[src/rtl/hs_pkg.sv]
// Shared types for the four-phase stage controller.
// Assumes: one waiting state per handshake step, eight states in total.
package hs_pkg;

    typedef enum logic [2:0] {
        ST_IDLE,   // waiting for upstream request
        ST_CALC,   // datapath running, counting down
        ST_DONE,   // completion seen, raise downstream request
        ST_OREQ,   // waiting for downstream acknowledge
        ST_IACK,   // upstream acknowledged, waiting for request to drop
        ST_DROP,   // start dropped, lower completion
        ST_ODROP,  // lower downstream request
        ST_WACK0   // waiting for downstream acknowledge to drop
    } hs_state_t;

endpackage

[src/rtl/hs_delay.sv]
// Matched-delay emulation for the stage datapath.
// Loading sets the counter to cfg and arms it. Each later cycle counts down.
// expired is high for the single cycle in which an armed counter reads zero.
// Assumes load arrives only while the counter is disarmed.
module hs_delay #(
    parameter int CNT_W = 4
) (
    input  logic             clk,
    input  logic             rst_n,
    input  logic             load,
    input  logic [CNT_W-1:0] cfg,
    output logic             expired
);

    localparam logic [CNT_W-1:0] ZERO = '0;

    logic [CNT_W-1:0] cnt;
    logic             run;

    // Load, count down, and disarm once zero is reached.
    always_ff @(posedge clk) begin
        if (!rst_n) begin
            cnt <= ZERO;
            run <= 1'b0;
        end else if (load) begin
            cnt <= cfg;
            run <= 1'b1;
        end else if (run) begin
            if (cnt == ZERO) begin
                run <= 1'b0;
            end else begin
                cnt <= cnt - 1'b1;
            end
        end
    end

    // Completion flag seen by the sequencer.
    always_comb begin
        expired = run && (cnt == ZERO);
    end

    // A zero-length load must expire on the very next cycle; any other length must not.
    assert_zero_load_R3: assert property (@(posedge clk) disable iff (!rst_n)
        load |=> (expired == ($past(cfg) == ZERO)));

    // Once armed, the counter never rises until the next load.
    assert_count_down_R3: assert property (@(posedge clk) disable iff (!rst_n)
        ($past(run) && run && !$past(load)) |-> (cnt < $past(cnt)));

endmodule

[src/rtl/hs_latch.sv]
// Data register of the stage, bundled with the request.
// Takes in d when cap is high and otherwise holds its value.
// Assumes cap pulses once per transfer, at start.
module hs_latch #(
    parameter int DATA_W = 8
) (
    input  logic              clk,
    input  logic              rst_n,
    input  logic              cap,
    input  logic [DATA_W-1:0] d,
    output logic [DATA_W-1:0] q
);

    // Capture on cap, hold otherwise.
    always_ff @(posedge clk) begin
        if (!rst_n) begin
            q <= '0;
        end else if (cap) begin
            q <= d;
        end
    end

    // Without a capture the stored word stays the same.
    assert_hold_word_R8: assert property (@(posedge clk) disable iff (!rst_n)
        !cap |=> $stable(q));

endmodule

[src/rtl/hs_seq.sv]
// Four-phase sequencer for one stage.
// Raises start, waits for datapath completion, requests downstream,
// then acknowledges upstream. Return to zero follows the same order.
// Assumes expired is a one-cycle pulse from a counter loaded by load.
module hs_seq
    import hs_pkg::*;
(
    input  logic clk,
    input  logic rst_n,
    input  logic in_req,
    input  logic out_ack,
    input  logic expired,
    output logic start,
    output logic done,
    output logic out_req,
    output logic in_ack,
    output logic load
);

    hs_state_t st;

    // Begin a transfer as soon as a request is seen while idle.
    always_comb begin
        load = (st == ST_IDLE) && in_req;
    end

    // Step through the handshake one event at a time.
    always_ff @(posedge clk) begin
        if (!rst_n) begin
            st      <= ST_IDLE;
            start   <= 1'b0;
            done    <= 1'b0;
            out_req <= 1'b0;
            in_ack  <= 1'b0;
        end else begin
            case (st)
                ST_IDLE: begin
                    if (in_req) begin
                        start <= 1'b1;
                        st    <= ST_CALC;
                    end
                end
                ST_CALC: begin
                    if (expired) begin
                        done <= 1'b1;
                        st   <= ST_DONE;
                    end
                end
                ST_DONE: begin
                    out_req <= 1'b1;
                    st      <= ST_OREQ;
                end
                ST_OREQ: begin
                    if (out_ack) begin
                        in_ack <= 1'b1;
                        st     <= ST_IACK;
                    end
                end
                ST_IACK: begin
                    if (!in_req) begin
                        start <= 1'b0;
                        st    <= ST_DROP;
                    end
                end
                ST_DROP: begin
                    done <= 1'b0;
                    st   <= ST_ODROP;
                end
                ST_ODROP: begin
                    out_req <= 1'b0;
                    st      <= ST_WACK0;
                end
                ST_WACK0: begin
                    if (!out_ack) begin
                        in_ack <= 1'b0;
                        st     <= ST_IDLE;
                    end
                end
                default: st <= ST_IDLE;
            endcase
        end
    end

    assert_start_follows_req_R2: assert property (@(posedge clk) disable iff (!rst_n)
        $rose(start) |-> $past(in_req));

    assert_oreq_follows_done_R4: assert property (@(posedge clk) disable iff (!rst_n)
        $rose(out_req) |-> (done && $past(done)));

    assert_iack_follows_oack_R5: assert property (@(posedge clk) disable iff (!rst_n)
        $rose(in_ack) |-> $past(out_ack));

    assert_done_trails_start_R6: assert property (@(posedge clk) disable iff (!rst_n)
        $fell(start) |=> $fell(done));

    assert_iack_returns_last_R6: assert property (@(posedge clk) disable iff (!rst_n)
        $fell(in_ack) |-> (!$past(out_ack) && !out_req && !done && !start));

endmodule

[src/rtl/hs_err_watch.sv]
// Handshake-order watchdog for both channels of a stage.
// Compares each input's last sampled value with its current value
// and with the output that should have come before it.
// Sets a flag that stays high until reset.
// Assumes every input is synchronous to clk.
module hs_err_watch (
    input  logic clk,
    input  logic rst_n,
    input  logic in_req,
    input  logic in_ack,
    input  logic out_req,
    input  logic out_ack,
    output logic err
);

    logic req_q;
    logic ack_q;
    logic bad;

    // Flag transitions that arrive before their enabling output.
    always_comb begin
        bad = ( req_q && !in_req  && !in_ack)
            | (!req_q &&  in_req  &&  in_ack)
            | (!ack_q &&  out_ack && !out_req)
            | ( ack_q && !out_ack &&  out_req);
    end

    // Track previous input levels and hold the error.
    always_ff @(posedge clk) begin
        if (!rst_n) begin
            req_q <= 1'b0;
            ack_q <= 1'b0;
            err   <= 1'b0;
        end else begin
            req_q <= in_req;
            ack_q <= out_ack;
            if (bad) begin
                err <= 1'b1;
            end
        end
    end

    assert_err_sticky_R9: assert property (@(posedge clk) disable iff (!rst_n)
        $past(err) |-> err);

    assert_early_drop_flags_R9: assert property (@(posedge clk) disable iff (!rst_n)
        ($past(in_req) && !in_req && !in_ack) |=> err);

endmodule

[src/rtl/hs_stage.sv]
// One stage of a bundled-data four-phase pipeline.
// Assembles the sequencer, the matched-delay counter, the data register and
// the order watchdog. Several stages connect head to tail to make a FIFO.
// Assumes all channel inputs are synchronous to clk.
module hs_stage #(
    parameter int DATA_W = 8,
    parameter int CNT_W  = 4
) (
    input  logic              clk,
    input  logic              rst_n,
    input  logic              in_req,
    output logic              in_ack,
    input  logic [DATA_W-1:0] in_data,
    output logic              out_req,
    input  logic              out_ack,
    output logic [DATA_W-1:0] out_data,
    input  logic [CNT_W-1:0]  dly_cfg,
    output logic              calc_start,
    output logic              calc_done,
    output logic              proto_err
);

    logic load;
    logic expired;

    hs_seq u_seq (
        .clk     (clk),
        .rst_n   (rst_n),
        .in_req  (in_req),
        .out_ack (out_ack),
        .expired (expired),
        .start   (calc_start),
        .done    (calc_done),
        .out_req (out_req),
        .in_ack  (in_ack),
        .load    (load)
    );

    hs_delay #(.CNT_W(CNT_W)) u_delay (
        .clk     (clk),
        .rst_n   (rst_n),
        .load    (load),
        .cfg     (dly_cfg),
        .expired (expired)
    );

    hs_latch #(.DATA_W(DATA_W)) u_latch (
        .clk   (clk),
        .rst_n (rst_n),
        .cap   (load),
        .d     (in_data),
        .q     (out_data)
    );

    hs_err_watch u_watch (
        .clk     (clk),
        .rst_n   (rst_n),
        .in_req  (in_req),
        .in_ack  (in_ack),
        .out_req (out_req),
        .out_ack (out_ack),
        .err     (proto_err)
    );

    // The offered word does not move while the downstream request is up.
    assert_word_steady_R4: assert property (@(posedge clk) disable iff (!rst_n)
        (out_req && $past(out_req)) |-> $stable(out_data));

endmodule

[config.mk]
export PLATFORM = sky130hd
export DESIGN_NAME = hs_stage
export DESIGN_NICKNAME = d
export VERILOG_FILES = /design/src/rtl/hs_pkg.sv /design/src/rtl/hs_delay.sv /design/src/rtl/hs_latch.sv /design/src/rtl/hs_seq.sv /design/src/rtl/hs_err_watch.sv /design/src/rtl/hs_stage.sv
export SDC_FILE = /design/constraint.sdc
export NUM_CORES = 1
export LEC_CHECK = 0
export BUFFER_PORTS_ARGS = -buffer_cell sky130_fd_sc_hd__buf_2
export CAP_MARGIN = 40
export CORE_ASPECT_RATIO = 0.7
export CORE_MARGIN = 1
export CORE_UTILIZATION = 46
export CTS_CLUSTER_DIAMETER = 100
export DETAILED_ROUTE_END_ITERATION = 8
export GPL_ROUTABILITY_DRIVEN = 0
export HOLD_SLACK_MARGIN = 0.05
export PLACE_DENSITY = 0.82
export REMOVE_ABC_BUFFERS = 1
export SKIP_CTS_REPAIR_TIMING = 1
export SYNTH_ARGS = -nofsm -noshare
export SYNTH_HDL_FRONTEND = slang
export SYNTH_SLANG_ARGS = --single-unit
[constraint.sdc]
create_clock -name clk -period 1.45 [get_ports clk]
set_input_delay 0 -clock clk [delete_from_list [all_inputs] [get_ports clk]]
set_output_delay 0 -clock clk [all_outputs]
set_load 0.01 [all_outputs]
== After elaboration in Yosys (flattened, before gate mapping) ==
Index checks and enable logic that the tools add are counted.

* Add/sub/neg operators: 1
* Equality and inequality tests: 13
* Mux-type cells: 21
* Bitwise logic cells: 3
* Reduce and logical (&&, ||, !) cells: 28

{| class="wikitable"
|+ Operators by type and width
! kind !! count
|-
| $pmux W3 S8 || 1
|-
| $mux W3 || 5
|-
| $eq A3 B3 Y1 const B || 4
|-
| $mux W4 || 3
|-
| $ne A2 B2 Y1 const B || 6
|-
| $logic_and A1 B1 Y1 || 10
|-
| $reduce_bool A2 Y1 || 5
|-
| $mux W1 || 8
|-
| $pmux W1 S2 || 4
|-
| $eq A3 B2 Y1 const B || 2
|-
| $logic_not A1 Y1 || 6
|-
| $reduce_and A3 Y1 || 2
|-
| $reduce_and A5 Y1 || 1
|-
| $logic_not A4 Y1 || 1
|-
| $reduce_and A2 Y1 || 2
|-
| $sub A4 B1 Y4 const B || 1
|-
| $eq A3 B1 Y1 const B || 1
|-
| $logic_not A3 Y1 || 1
|-
| $or A1 B1 Y1 || 3
|}

* Register bits: 23
* Bits of input ports: 16
* Output and inout bits: 13
* Word-level logic and storage cells: 77

== Depth between registers and ports, before layout ==
Gate-level depths: netlist of the first run.

* Word-level depth: 6
* Gate-level depth with buffers: 8
* Depth with buffers taken out: 6

== Hierarchy ==
Synthesis of the first run repeated with hierarchy kept, for this count alone.

* Cells, all modules: 124
* Area, all modules: 1151.1 µm²

{| class="wikitable"
|+ By module, submodules not included
! module !! instances !! cells an instance !! area an instance (µm²) !! sequential area each (µm²)
|-
| hs_seq || 1 || 52 || 445.4 || 140.1
|-
| hs_latch || 1 || 25 || 301.5 || 160.2
|-
| hs_delay || 1 || 35 || 287.8 || 100.1
|-
| hs_err_watch || 1 || 12 || 116.4 || 60.1
|}

== Worst setup path before layout of the first run ==
Ideal clock, no wire load.

* Path type: reg2reg
* Start: register u_seq.st[0]
* End: register u_delay.cnt[2]
* Setup time: 0.116 ns
* Arrival: 1.412 ns
* Data required time: 1.334 ns
* Path slack: -0.078 ns
* Stages on the path, launching flop included: 8
* Buffers on the path: 2
* Clock period less this slack: 1.528 ns
* Path through: dfxtp_1 inv_1 ha_1 nand2_1 or2_1 clkbuf_1 buf_2 o211a_1

* Longest elaborated chain between the ends: 4
* Elaborated cells on any way between the ends: 6
* Classes of those cells: eq/ne: 1; mux: 1; reduce/logical: 4

{| class="wikitable"
|+ Ends and longest elaborated chain
! what !! line !! text
|-
| start, declared || hs_seq.sv:20 || <nowiki>hs_state_t st;</nowiki>
|-
| start signal, assigned || hs_seq.sv:30 || <nowiki>st <= ST_IDLE;</nowiki>
|-
| start signal, assigned || hs_seq.sv:40 || <nowiki>st <= ST_CALC;</nowiki>
|-
| start signal, assigned || hs_seq.sv:46 || <nowiki>st <= ST_DONE;</nowiki>
|-
| $logic_not A3 Y1 * || hs_seq.sv:24 || <nowiki>load = (st == ST_IDLE) && in_req;</nowiki>
|-
| $logic_and A1 B1 Y1 * || hs_seq.sv:24 ||
|-
| $ne A2 B2 Y1 (no source line) / $reduce_bool A2 Y1 (equally long branches) || -- ||
|-
| $reduce_and A2 Y1 (no source line) || -- ||
|-
| end signal, assigned || hs_delay.sv:26 || <nowiki>cnt <= cfg;</nowiki>
|-
| end signal, assigned || hs_delay.sv:32 || <nowiki>cnt <= cnt - 1'b1;</nowiki>
|-
| end, declared || hs_delay.sv:17 || <nowiki>logic [CNT_W-1:0] cnt;</nowiki>
|}

Mark *: on every way between the ends. The rest lies on a longest branch, timed or not.
A chain may end at the register's enable or synchronous reset.

== Worst setup path after layout of the first run ==
* Start: register u_delay.cnt[1]
* End: register u_seq.st[0]

* Longest elaborated chain between the ends: 4

{| class="wikitable"
|+ Ends and longest elaborated chain
! what !! line !! text
|-
| $logic_not A4 Y1 || hs_delay.sv:39 || <nowiki>expired = run && (cnt == ZERO);</nowiki>
|-
| $logic_and A1 B1 Y1 || hs_delay.sv:39 ||
|-
| $ne A2 B2 Y1 (no source line) || -- ||
|-
| $reduce_and A5 Y1 (no source line) || -- ||
|}

Every way passes these cells.

==> reports/results.txt, run 1 <==
HP Class - in2reg
CP Class - reg2reg
Sinks on Clock Net - 23
WP data arrival - 1.68 ns
global-route usage over all layers - 0.1946
Max Fclk - 704.7 MHz
Post-synth EDFFs - 0
adder-cell share of the synthesized area - 0.06904
Worst path max stage delay - 0.35 ns
Peak VDD IR - 0.7775 mV
first-pass GRT wire length - 3.719 mm
slew margin rel. - 0.7182
sequential fraction of the synthesis area - 0.4235
# H-tree levels - 1
highest routed layer - met4
Async SR Flop Fraction - 0
Initial Util - 0.4966
YS warnings - 0
fin worst setup slack - 0.03094 ns
Final #Nets - 205
WL final - 2.574 mm
clock-pin slew on the worst setup and hold paths - 0.13 ns
Synth Area in Compound Gates - 0.1922
number of port buffers - 28
via count - 1083
DRT Pass-1 Iters - 5
Synth Instances - 129
Primary FF master, synth - dfxtp_1
Required @ worst endpoint - 1.71 ns
fraction of layout cells with a size suffix above 1 - 0.3516
final worst-path cycle share - 0.9787
CTS tree - done
# rows - 14
Synth Area in XOR/XNOR - 0.008055
Multi-input gate area - 638.1 sq um
crit-path max FO - 3
clock skew - 0.007184 ns
DP HPWL - 1.703 mm
startpoint class of the critical path - flop
commonest non-fill, non-tap cell in the layout - nand2_1
status - completed
MaxCap Viol Count - 0
Critical Path Start - u_delay.cnt[1]
worst-case clock buffer depth - 2
initial antenna violation count - 0
antenna cell count - 0
core area - 2190 sq um
area delta synth->final - 44.42%
R2R depth - 6
Leak - 0.7037 nW
die area - 2565 sq um
worst path cell trace - inv_2, ha_4, and4bb_2, nor3b_2, nor3_2, mux2i_1
Hold Fails Final Rpt - 0
WHS - 0.09105 ns
die height - 42.68 microns
Layout fillers - 169
average wire per standard cell - 12.03 microns
Setup crit end kind - flop
wl on met1 - 1.159 mm
worst-path cell with the longest stage delay - dfxtp_2
met3 wire length - 127 microns
I/O pin total - 29
Setup Viol. Count Final - 0
vias in the first global route - 919
pre-CTS worst setup slack - -0.1524 ns
minimum clock period - 1.419 ns
hold depth - 3
Vias/cell - 5.061
largest family of logic cells by synthesized area - simple AND/OR/NAND/NOR gates
R2R setup slack - 0.03 ns
synthesized area - 1087 sq um
RSZ-0062 raised after global routing - yes
largest net degree at the start of global routing - 27
worst r2r dst - u_seq.st[0]
DR iter-0 viols - 37
commonest cells after routing, fill and taps aside - nand2_1, buf_2, dfxtp_1, dlygate4sd3_1, buf_4
worst r2r src - u_delay.cnt[1]
DR DRC count - 0
mux cell area share after synthesis - 0.02877
met2 WL post-DR - 1.274 mm
antenna-violating nets left - 0
Slew Limit Fails - 0
pwr dens - 1655 nW/um^2
CP endpoint - u_seq.st[0]
worst slew pin tran - 0.4221 ns
Inserted Clock Buffers - 3
fin util - 0.7171
Yosys reg bits - 23
simple-gate area share of the yosys netlist - 0.2417
grt ovf - 0
clk_lat worst skew - 0.32 ns
FF+latch area - 469.2 sq um
Yosys cell types - 30
synthesized area per cell - 8.429 sq um
Root Buffer - clkbuf_4
total power - 0.002599 W
die width - 60.11 microns
-- state kept, by name (all words and copies together), names as in the netlist --
register	flops
u_delay.cnt	4
u_seq.st	3
u_watch.ack_q	1
u_seq.out_req	1
u_watch.err	1
u_watch.req_q	1
u_seq.in_ack	1
u_seq.done	1
u_latch.q	8
u_delay.run	1
u_seq.start	1
-- routing by layer --
| layer | vias to the layer above | track usage |
|---|---|---|
| li1 | 547 | - |
| met1 | 499 | 0.2318 |
| met2 | 35 | 0.3341 |
| met3 | 2 | 0.05793 |
| met4 | 0 | 0.05581 |
| met5 | - | 0 |
-- synth_stat cells, drive strengths merged, types with 2 or more instances --
library cell / number / area share
a21boi: 10 / 0.069
a21oi: 7 / 0.032
and2: 4 / 0.023
buf: 2 / 0.0092
clkbuf: 3 / 0.010
dfxtp: 23 / 0.42
ha: 6 / 0.069
inv: 5 / 0.017
mux2i: 2 / 0.018
nand2: 31 / 0.11
nand2b: 3 / 0.017
nand3: 2 / 0.0092
nor2: 5 / 0.020
nor3: 3 / 0.014
o211a: 2 / 0.018
o21ai: 8 / 0.037
-- stage by stage --
step	cell area, sq um	instances	TNS (ns)
after detailed placement	1329	195	-0.8395
after global placement	1329	195	-0.1626
after CTS	1359	199	-1.320
after global routing	1570	214	-0.3315
after floorplan	1066	124	-0.1236
final	1570	214	0
-- worst max-delay path, delay by kind of cell, from the launching register on --
family,cells,cell delay (ns)
simple gates,3,0.60
flops,1,0.35
mux,1,0.21
fa+ha+maj,1,0.14
buf+inv,1,0.07
-- power breakdown --
group          total, W  internal, W  switching (W)
combinational   0.00132     0.000676       0.000646
clock          0.000309     0.000105       0.000204
sequential     0.000967     0.000819       0.000149
-- kinds of logic after synthesis --
| logic type | after synthesis |
|---|---|
| AOI/OAI and AO/OA | 32 |
| adders and majority gates | 6 |
| buffers and inverters | 10 |
| muxes | 3 |
| DFF | 23 |
| and+or+nand+nor | 54 |
| xor gates and xnor gates | 1 |
-- how the worst min path moves through the flow --
stage                     endpoint  slack (ns)       start
floorplan               u_seq.done        0.12       rst_n
global placement    u_delay.cnt[1]        0.22  dly_cfg[1]
detailed placement  u_delay.cnt[1]        0.25  dly_cfg[1]
CTS                   u_latch.q[0]        -0.1  in_data[0]
global route            u_seq.done        0.12       rst_n
finish                  u_seq.done        0.09       rst_n
-- final cells by class --
type                       instances  area share
tap                               32     0.02550
clock buffer                       3     0.01434
multi-input combinational         96      0.4064
sequential                        23      0.2988
inverter                           5     0.01195
timing repair buffer              54      0.2382
clock inverter                     1    0.004781
Note: power is estimated with default switching activity, not from simulation.
==> run 2: changes to the inputs <==
- clock period: 1.45 -> 1.3 ns (I/O delays scaled with it)
==> reports/results.txt, run 2 (synthesis gave the netlist of run 1 again) <==
core area - 2190 sq um
# rows - 14
Setup crit end kind - flop
Leak - 0.7587 nW
MaxCap Viol Count - 0
pwr dens - 1918 nW/um^2
dpl cell area - 1381 sq um
grt ovf - 0
DP HPWL - 1.749 mm
fin worst setup slack - -0.1165 ns
area delta synth->final - 55.01%
worst-case clock buffer depth - 2
Root Buffer - clkbuf_4
CP delay by family, top - simple AND/OR/NAND/NOR gates
max reg flops - 8
worst r2r dst - u_delay.cnt[3]
switching share of total power - 0.4001
Inserted Clock Buffers - 3
Buf/Inv on CP - 0
commonest cells after routing, fill and taps aside - nand2_1, buf_2, dfxtp_1, buf_4, dlygate4sd3_1
clk_lat worst skew - 0.34 ns
slew margin rel. - 0.7367
worst hold start - rst_n
WP data arrival - 1.65 ns
minimum clock period - 1.416 ns
largest net degree at the start of global routing - 27
Multi-input gate area - 690.7 sq um
die height - 42.68 microns
FF+latch area - 467.9 sq um
Largest Register - u_latch.q
HP Class - in2reg
Setup Viol. Count Final - 15
I/O pin total - 29
R2R depth - 3
global-route usage over all layers - 0.2074
number of port buffers - 28
Crit path depth - 3
crit-path max FO - 2
fin util - 0.7697
Worst path max stage delay - 0.53 ns
worst slew pin tran - 0.3949 ns
commonest non-fill, non-tap cell in the layout - nand2_1
die width - 60.11 microns
Final #Nets - 214
sequential power share - 0.330
Vias/cell - 5.184
WL final - 3.279 mm
worst r2r src - u_delay.cnt[1]
Required @ worst endpoint - 1.53 ns
average wire per standard cell - 14.70 microns
P_int - 0.001939 W
CP Class - reg2reg
worst-path cell with the longest stage delay - or4b_4
post-route insts no fill - 223
clock skew - 0.01116 ns
antenna-violating nets left - 0
via count - 1156
status - finished, violations left
Peak VDD IR - 1.261 mV
DR iter-0 viols - 57
clock-pin slew on the worst setup and hold paths - 0.14 ns
Comb power frac - 0.558
fraction of layout cells with a size suffix above 1 - 0.4136
DRT Pass-1 Iters - 4
R2R setup slack - -0.12 ns
vias in the first global route - 916
initial antenna violation count - 0
DR DRC count - 0
first-pass GRT wire length - 3.877 mm
Max Fclk - 706.0 MHz
biggest regs - u_latch.q x8, u_delay.cnt x4, u_seq.st x3
startpoint class of the critical path - flop
Hold Fails Final Rpt - 0
placed insts - 202
worst path cell trace - or4b_4, a211o_1, o211a_1
RSZ-0062 raised after global routing - yes
Slew Limit Fails - 0
Clock power frac - 0.112
Sinks on Clock Net - 23
NetSw - 0.001293 W
hold depth - 3
# H-tree levels - 1
antenna cell count - 0
pre-CTS worst setup slack - -0.2925 ns
CTS tree - done
final instance area - 1685 sq um
failing checks - negative setup slack
die area - 2565 sq um
final worst-path cycle share - 1.090
Initial Util - 0.4966
WHS Endpoint - u_seq.done
Layout fillers - 151
## run 2: worst max path at each step
| stage | startpoint | end |
|---|---|---|
| final | u_delay.cnt[1] | u_delay.cnt[3] |
| after global routing | u_delay.cnt[1] | u_seq.st[1] |
| after CTS | u_seq.st[1] | u_delay.cnt[2] |
| after detailed placement | u_delay.cnt[0] | u_seq.st[1] |
| after global placement | u_delay.cnt[0] | u_seq.st[1] |
| after floorplan | u_delay.cnt[0] | u_delay.cnt[1] |
## run 2: power by group through the flow
stage / Sequential (W) / Combinational [W] / Clock (W)
CTS: 0.00102 / 0.00137 / 0.000359
finish: 0.00107 / 0.00180 / 0.000361
global placement: 0.00103 / 0.00129 / 0
detailed placement: 0.00104 / 0.00136 / 0
global route: 0.00109 / 0.00194 / 0.000397
floorplan: 0.00109 / 0.000710 / 0
## run 2: layout make-up
class                   instances  area share
multi-input cells              97      0.4098
flip-flops and latches         23      0.2777
repair buffers                 62      0.2598
well taps                      32     0.02376
clock buffers                   3     0.01336
inverters                       5     0.01114
clock inverters                 1    0.004454
## run 2: metal layers
metal  vias up  global-route usage  part of all wire
li1        562                   -                 -
met1       536              0.2490              0.42
met2        45              0.3121              0.49
met3        13             0.07622             0.055
met4         0              0.1256             0.034
met5         -                   0                 0
## run 2: metrics by stage
| step | hold WS (ns) | TNS (ns) | total power (W) |
|---|---|---|---|
| global route | 0.1055 | -1.758 | 0.003426 |
| finish | 0.08495 | -0.7339 | 0.003233 |
| global placement | 0.2182 | -1.702 | 0.002320 |
| floorplan | 0.1192 | -1.624 | 0.001797 |
| detailed placement | 0.2301 | -3.287 | 0.002399 |
| CTS | -0.1229 | -3.830 | 0.002749 |
## run 2: worst min-delay path, cell delays in order
cell     delay, ns
buf_2         0.23
nand2_1       0.11
nor2_1        0.04
